$ cat src/rtl/evbuf_ddr_tx.sv
module evbuf_ddr_tx #(
  parameter int DEPTH = 4,
  parameter int CH_W  = 6,
  parameter int AMP_W = 10,
  parameter int TIM_W = 10,
  parameter int OVF_W = 8
) (
  input  logic             clk,
  input  logic             rst_n,
  input  logic             wr_valid,
  output logic             wr_ready,
  input  logic [CH_W-1:0]  wr_chan,
  input  logic [AMP_W-1:0] wr_amp,
  input  logic [TIM_W-1:0] wr_time,
  output logic             lane_odd,
  output logic             lane_even,
  output logic             frame_mark,
  output logic             buf_full,
  output logic             buf_empty,
  output logic [OVF_W-1:0] ovf_count
);
  localparam int WORD_W = CH_W + AMP_W + TIM_W;
  localparam int FR_W   = ((WORD_W + 3) / 4) * 4;
  localparam int NCYC   = FR_W / 4;
  localparam int CW     = $clog2(NCYC);
  localparam int PW     = $clog2(DEPTH);
  localparam int CNT_W  = $clog2(DEPTH + 1);

  logic [WORD_W-1:0] mem [DEPTH];
  logic [PW-1:0]     wp, rp;
  logic [CNT_W-1:0]  cnt;
  logic [FR_W-1:0]   sh;
  logic [CW-1:0]     phase;
  logic              busy;
  logic [3:0]        slot;
  logic              frm;

  wire acc = wr_valid && wr_ready;
  wire pop = (cnt != '0) && (!busy || phase == CW'(NCYC - 1));
  wire [FR_W-1:0] nxt = FR_W'(mem[rp]) << (FR_W - WORD_W);

  assign wr_ready   = cnt != CNT_W'(DEPTH);
  assign buf_full   = !wr_ready;
  assign buf_empty  = cnt == '0;
  assign lane_odd   = clk ? slot[3] : slot[1];
  assign lane_even  = clk ? slot[2] : slot[0];
  assign frame_mark = clk & frm;

  always_ff @(posedge clk)
    if (acc) mem[wp] <= {wr_chan, wr_amp, wr_time};

  always_ff @(posedge clk or negedge rst_n) begin
    if (!rst_n) begin
      wp <= '0;
      rp <= '0;
      cnt <= '0;
      ovf_count <= '0;
    end else begin
      if (acc) wp <= (wp == PW'(DEPTH - 1)) ? '0 : wp + 1'b1;
      if (pop) rp <= (rp == PW'(DEPTH - 1)) ? '0 : rp + 1'b1;
      cnt <= cnt + CNT_W'(acc) - CNT_W'(pop);
      if (wr_valid && !wr_ready && ovf_count != '1) ovf_count <= ovf_count + 1'b1;
    end
  end

  always_ff @(posedge clk or negedge rst_n) begin
    if (!rst_n) begin
      sh <= '0;
      phase <= '0;
      busy <= 1'b0;
      slot <= '0;
      frm <= 1'b0;
    end else if (pop) begin
      slot <= nxt[FR_W-1 -: 4];
      sh <= nxt << 4;
      frm <= 1'b1;
      busy <= 1'b1;
      phase <= '0;
    end else if (busy && phase != CW'(NCYC - 1)) begin
      slot <= sh[FR_W-1 -: 4];
      sh <= sh << 4;
      frm <= 1'b0;
      phase <= phase + 1'b1;
    end else begin
      slot <= '0;
      frm <= 1'b0;
      busy <= 1'b0;
      phase <= '0;
    end
  end

  p_count_bound_r1: assert property (@(posedge clk) disable iff (!rst_n) cnt <= CNT_W'(DEPTH));
  p_full_refuses_r1: assert property (@(posedge clk) disable iff (!rst_n)
    (cnt == CNT_W'(DEPTH) && !pop) |=> cnt == CNT_W'(DEPTH));
  p_same_edge_r2: assert property (@(posedge clk) disable iff (!rst_n) (acc && pop) |=> $stable(cnt));
  p_mark_once_r5: assert property (@(posedge clk) disable iff (!rst_n) frm |=> !frm);
  p_idle_low_r6: assert property (@(posedge clk) disable iff (!rst_n) !busy |-> (slot == 4'b0 && !frm));
  p_no_cut_r7: assert property (@(posedge clk) disable iff (!rst_n)
    (busy && phase != CW'(NCYC - 1)) |=> (busy && !frm && phase == $past(phase) + 1'b1));
  p_ovf_step_r9: assert property (@(posedge clk) disable iff (!rst_n)
    (wr_valid && !wr_ready && ovf_count != '1) |=> ovf_count == $past(ovf_count) + 1'b1);
  p_ovf_hold_r9: assert property (@(posedge clk) disable iff (!rst_n)
    !(wr_valid && !wr_ready) |=> $stable(ovf_count));
endmodule

$ cat config.mk
export PLATFORM = sky130hd
export DESIGN_NAME = evbuf_ddr_tx
export DESIGN_NICKNAME = d
export VERILOG_FILES = /design/src/rtl/evbuf_ddr_tx.sv
export SDC_FILE = /design/constraint.sdc
export NUM_CORES = 1
export LEC_CHECK = 0
export BUFFER_PORTS_ARGS = -buffer_cell sky130_fd_sc_hd__buf_2
export CORE_MARGIN = 2
export CORE_UTILIZATION = 43
export CTS_CLUSTER_SIZE = 20
export DETAILED_ROUTE_END_ITERATION = 16
export PLACE_DENSITY = 0.71
export SYNTH_ARGS = -nofsm -noshare
export SYNTH_HDL_FRONTEND = slang
export SYNTH_SLANG_ARGS = --single-unit
$ cat constraint.sdc
create_clock -name clk -period 2.9 [get_ports clk]
set_input_delay 0.145 -clock clk [delete_from_list [all_inputs] [get_ports clk]]
set_output_delay 0.145 -clock clk [all_outputs]
set_load 0.02 [all_outputs]
# Word-level counts from Yosys, hierarchy flattened
# Memory sizes are Yosys's and may differ from the RTL's.
# Cells that the tools add are included.
[totals]
reg_bits = 52
latchBits = 0
ramBits = 104
mem_bits_ro = 0
input_bits = 29
output_inout_bits = 14
word_cells = 50
memories = 1
[memory_table]
columns = ["memory", "depth", "word_bits", "rd", "rd_clocked_by_memory_dff", "wr", "line", "source"]
rows = [
  ["mem", 4, 26, 1, 0, 1, "29", "logic [WORD_W-1:0] mem [DEPTH];"],
]
[op_classes]
n_addsub = 6
mul = 0
div_mod_pow = 0
order_cmp = 0
eq_ne = 7
n_shift = 0
mux = 15
n_bitwise = 1
reduce_logical = 11
[op_table]
columns = ["operator", "n"]
rows = [
  ["$mux 28", 2],
  ["$add 8x1->8 const B", 1],
  ["$mux 4", 2],
  ["$ne 8x8->1 const B", 1],
  ["$mux 1", 7],
  ["$mux 3", 2],
  ["$ne 3x3->1 const B", 2],
  ["$logic_and 1x1->1", 5],
  ["$add 2x1->2 const B", 2],
  ["$eq 2x2->1 const B", 2],
  ["$mux 2", 2],
  ["$add 3x1->3", 1],
  ["$add 3x1->3 const B", 1],
  ["$eq 3x3->1 const B", 1],
  ["$logic_not 3->1", 1],
  ["$reduce_bool 3->1", 1],
  ["$sub 3x1->3", 1],
  ["$logic_not 1->1", 2],
  ["$ne 2x2->1 const B", 1],
  ["$reduce_bool 2->1", 1],
  ["$and 1x1->1", 1],
  ["$logic_or 1x1->1", 1],
]

# Depth between registers and ports, before layout
[depth]
word_depth = 4
depth_mapped = 11
depth_no_buf = 11

==> out/qor.yml <==
setup-tns-final_ns: 0
crit_required_ns: 3.32
worstPathArrival_ns: 2.89
io-pin-count: 43
synth_enable_flop_cells: 104
dp_cells: 566
core-area_um2: 13800
ys_ff_latch: 150
yosysWarnings: 0
synth_top_area_share_pct: 51.7
ys_seq_area_share_pct: 70.8
setup_violations: 0
antenna_found_initial: 0
max_clock_freq_ghz: 0.404
startpoint_type: "register"
globalplace.congestion: 0.738
synth_fp_nets: 392
leakage_nw: 2.83
crit_path_end_kind: "register"
synthCells: 352
worstSetupPathType: "register to register"
initial_core_util_pct: 43.8
post-synth-top-count-cell: "edfxtp_1"
grt_use_total_pct: 16.1
max_stage_delay_ns: 0.44
status: "completed"
viasPerCell: 5.17
final_nets: 476
synth_area_leaders: "edfxtp_1 52%, dfrtp_1 19%, mux4_2 9.7%"
num_rows: 43
cp_top_family: "adder cells"
syn_area_um2: 6040
syn_area_per_cell_um2: 17.1
fin_cells: 630
cp_slowest_cell: "or3_1"
synth_commonest_cells: "104 x edfxtp_1, 46 x dfrtp_1, 29 x nand2_1"
irDropWorstVdd_mv: 0.548
fin_crit_sh_pct: 85.3
grt_pass1_wl_um: 17400
cts_tree: "done"
cts_resized: 0
rsz0062_at_grt: "false"
slew_headroom_pct: 32.0
hpwlAfterDp_um: 6330
cts_hold_buf: 27
die_h_um: 122
drv_cap: 0
clk_latency_ns: 0.53
vias: 3255
path_clk_slew_ns: 0.06
num-fill-cells: 1136
wirelength_um: 10900
grt_max_degree: 47
worstMarginPinSlew_ns: 1.02
crit_chain: "or3_1, clkinv_4, nor2_4, ha_1, inv_1, ha_1, fa_1, xor2_1, xnor2_1"
areaGrowthSynthToFinish_pct: 22.1
cp_max_fo: 25
drt_iter0_markers: 189
n_antenna_cell: 0
drt_pass1_iterations: 4
fin_area_um2: 7370
post_cts_buffers: 0
layout-drive-gt1-share_pct: 31.1
async_flop_share_pct: 30.7
die_w_um: 122
place_area_um2: 6430
hold_violations: 0
synth_largest_area_cell: "edfxtp_1"
post_drt_wl_per_cell_um: 17.3
grt_overflow_total: 0
fin_worst_skew_ns: 0.00621
report.final.slew_viol_count: 0
synth_flop_cell: "edfxtp_1"
antenna_left: 0
port-buffer-count: 42
drc: 0
crit_top_cell: "ha_1"
ys_types: 39
power_density_nw_per_um2: 1050
worst-path-buf-inv: 2
min_path_type: "primary input to register"
grt_pass1_vias: 3508
finalCriticalPeriod_ns: 2.47
dieArea_um2: 15000
==> sequential cells by signal, indices dropped and copies added, names as in the netlist <==
| register | cells |
|---|---|
| busy | 1 |
| sh | 22 |
| rp | 2 |
| wp | 2 |
| ovf_count | 8 |
| cnt | 3 |
| frm | 1 |
| slot | 4 |
| mem | 104 |
| phase | 3 |
==> through the flow <==
stage | hold slack [ns] | setup slack (ns) | util [%] | total power (W)
4_1_cts | 0.121 | 0.421 | 53.5 | 0.00784
6_report | 0.139 | 0.425 | 53.5 | 0.00774
3_5_place_dp | 0.363 | 0.434 | 46.7 | 0.00539
5_1_grt | 0.143 | 0.302 | 53.5 | 0.00817
3_3_place_gp | 0.354 | 0.482 | 46.7 | 0.00531
2_1_floorplan | -0.151 | 0.637 | - | 0.00482
==> where the power goes <==
part / total [W] / switching (W) / internal (W)
clock network: 0.00249 / 0.000941 / 0.00155
logic: 0.00203 / 0.00111 / 0.000920
registers: 0.00322 / 0.000341 / 0.00288
total: 0.00774 / 0.00239 / 0.00535
==> layout make-up <==
type                       instances  area, µm²  area share, %
inverter                          10       42.5          0.577
clock inverter                    13        135           1.83
clock buffer                      27        552           7.49
sequential                       150       4280           58.0
multi-input combinational        176       1600           21.7
timing repair buffer              74        538           7.30
tap                              180        225           3.06
==> cells in the final DEF (no fill, tap or decap), drive strengths merged <==
cell type and count:
dlygate4sd3 27, a21bo 1, or3 1, buf 50, nand4 3, xor2 1, o2111ai 1, clkinvlp 4
inv 10, xnor2 7, and4bb 1, o21a 1, a31oi 1, o21ai 1, mux2 8, dfrtp 46
nand3 2, and3 2, clkinv 7, nor2 25, a22o 4, o211ai 1, and2 6, a21boi 1
a21oi 41, mux4 26, fa 1, and4 1, ha 10, bufinv 2, clkbuf 24, nand2 29
edfxtp 104, nor2b 1
==> kinds of logic (layout without fill, tap and decap cells) <==
group | Yosys count | after routing | synth area share, %
flip-flops | 150 | 150 | 70.8
AND/OR/NAND/NOR | 71 | 71 | 5.39
AO/OA/AOI/OAI | 52 | 52 | 6.28
multiplexers | 34 | 34 | 11.3
buffers and inverters | 26 | 124 | 2.63
adder cells (fa/ha/maj) | 11 | 11 | 2.40
XOR/XNOR | 8 | 8 | 1.16
==> worst paths after layout <==
kind	from	end	slack [ns]	depth (start not counted)
min in group asynchronous	rst_n	ovf_count[2]	0.33	2
hold / removal	wr_valid	wp[0]	0.14	3
max in group asynchronous	rst_n	rp[0]	1.87	2
setup / recovery	cnt[2]	cnt[2]	0.43	9
hold reg to reg	phase[0]	phase[0]	0.47	1
setup reg to reg	cnt[2]	cnt[2]	0.43	9
==> tightest hold or removal path: stages <==
cell     delay (ns)
buf_2          0.11
nor2b_2        0.19
mux2_1         0.19
==> routing by layer <==
metal / wire [µm] / global-route usage [%] / vias to the layer above
li1: - / - / 1499
met1: 4450 / 18.2 / 1656
met2: 5650 / 27.3 / 82
met3: 587 / 5.86 / 18
met5: 0 / 0 / -
met4: 220 / 7.54 / 0
Note: power is estimated with default switching activity, not from simulation.
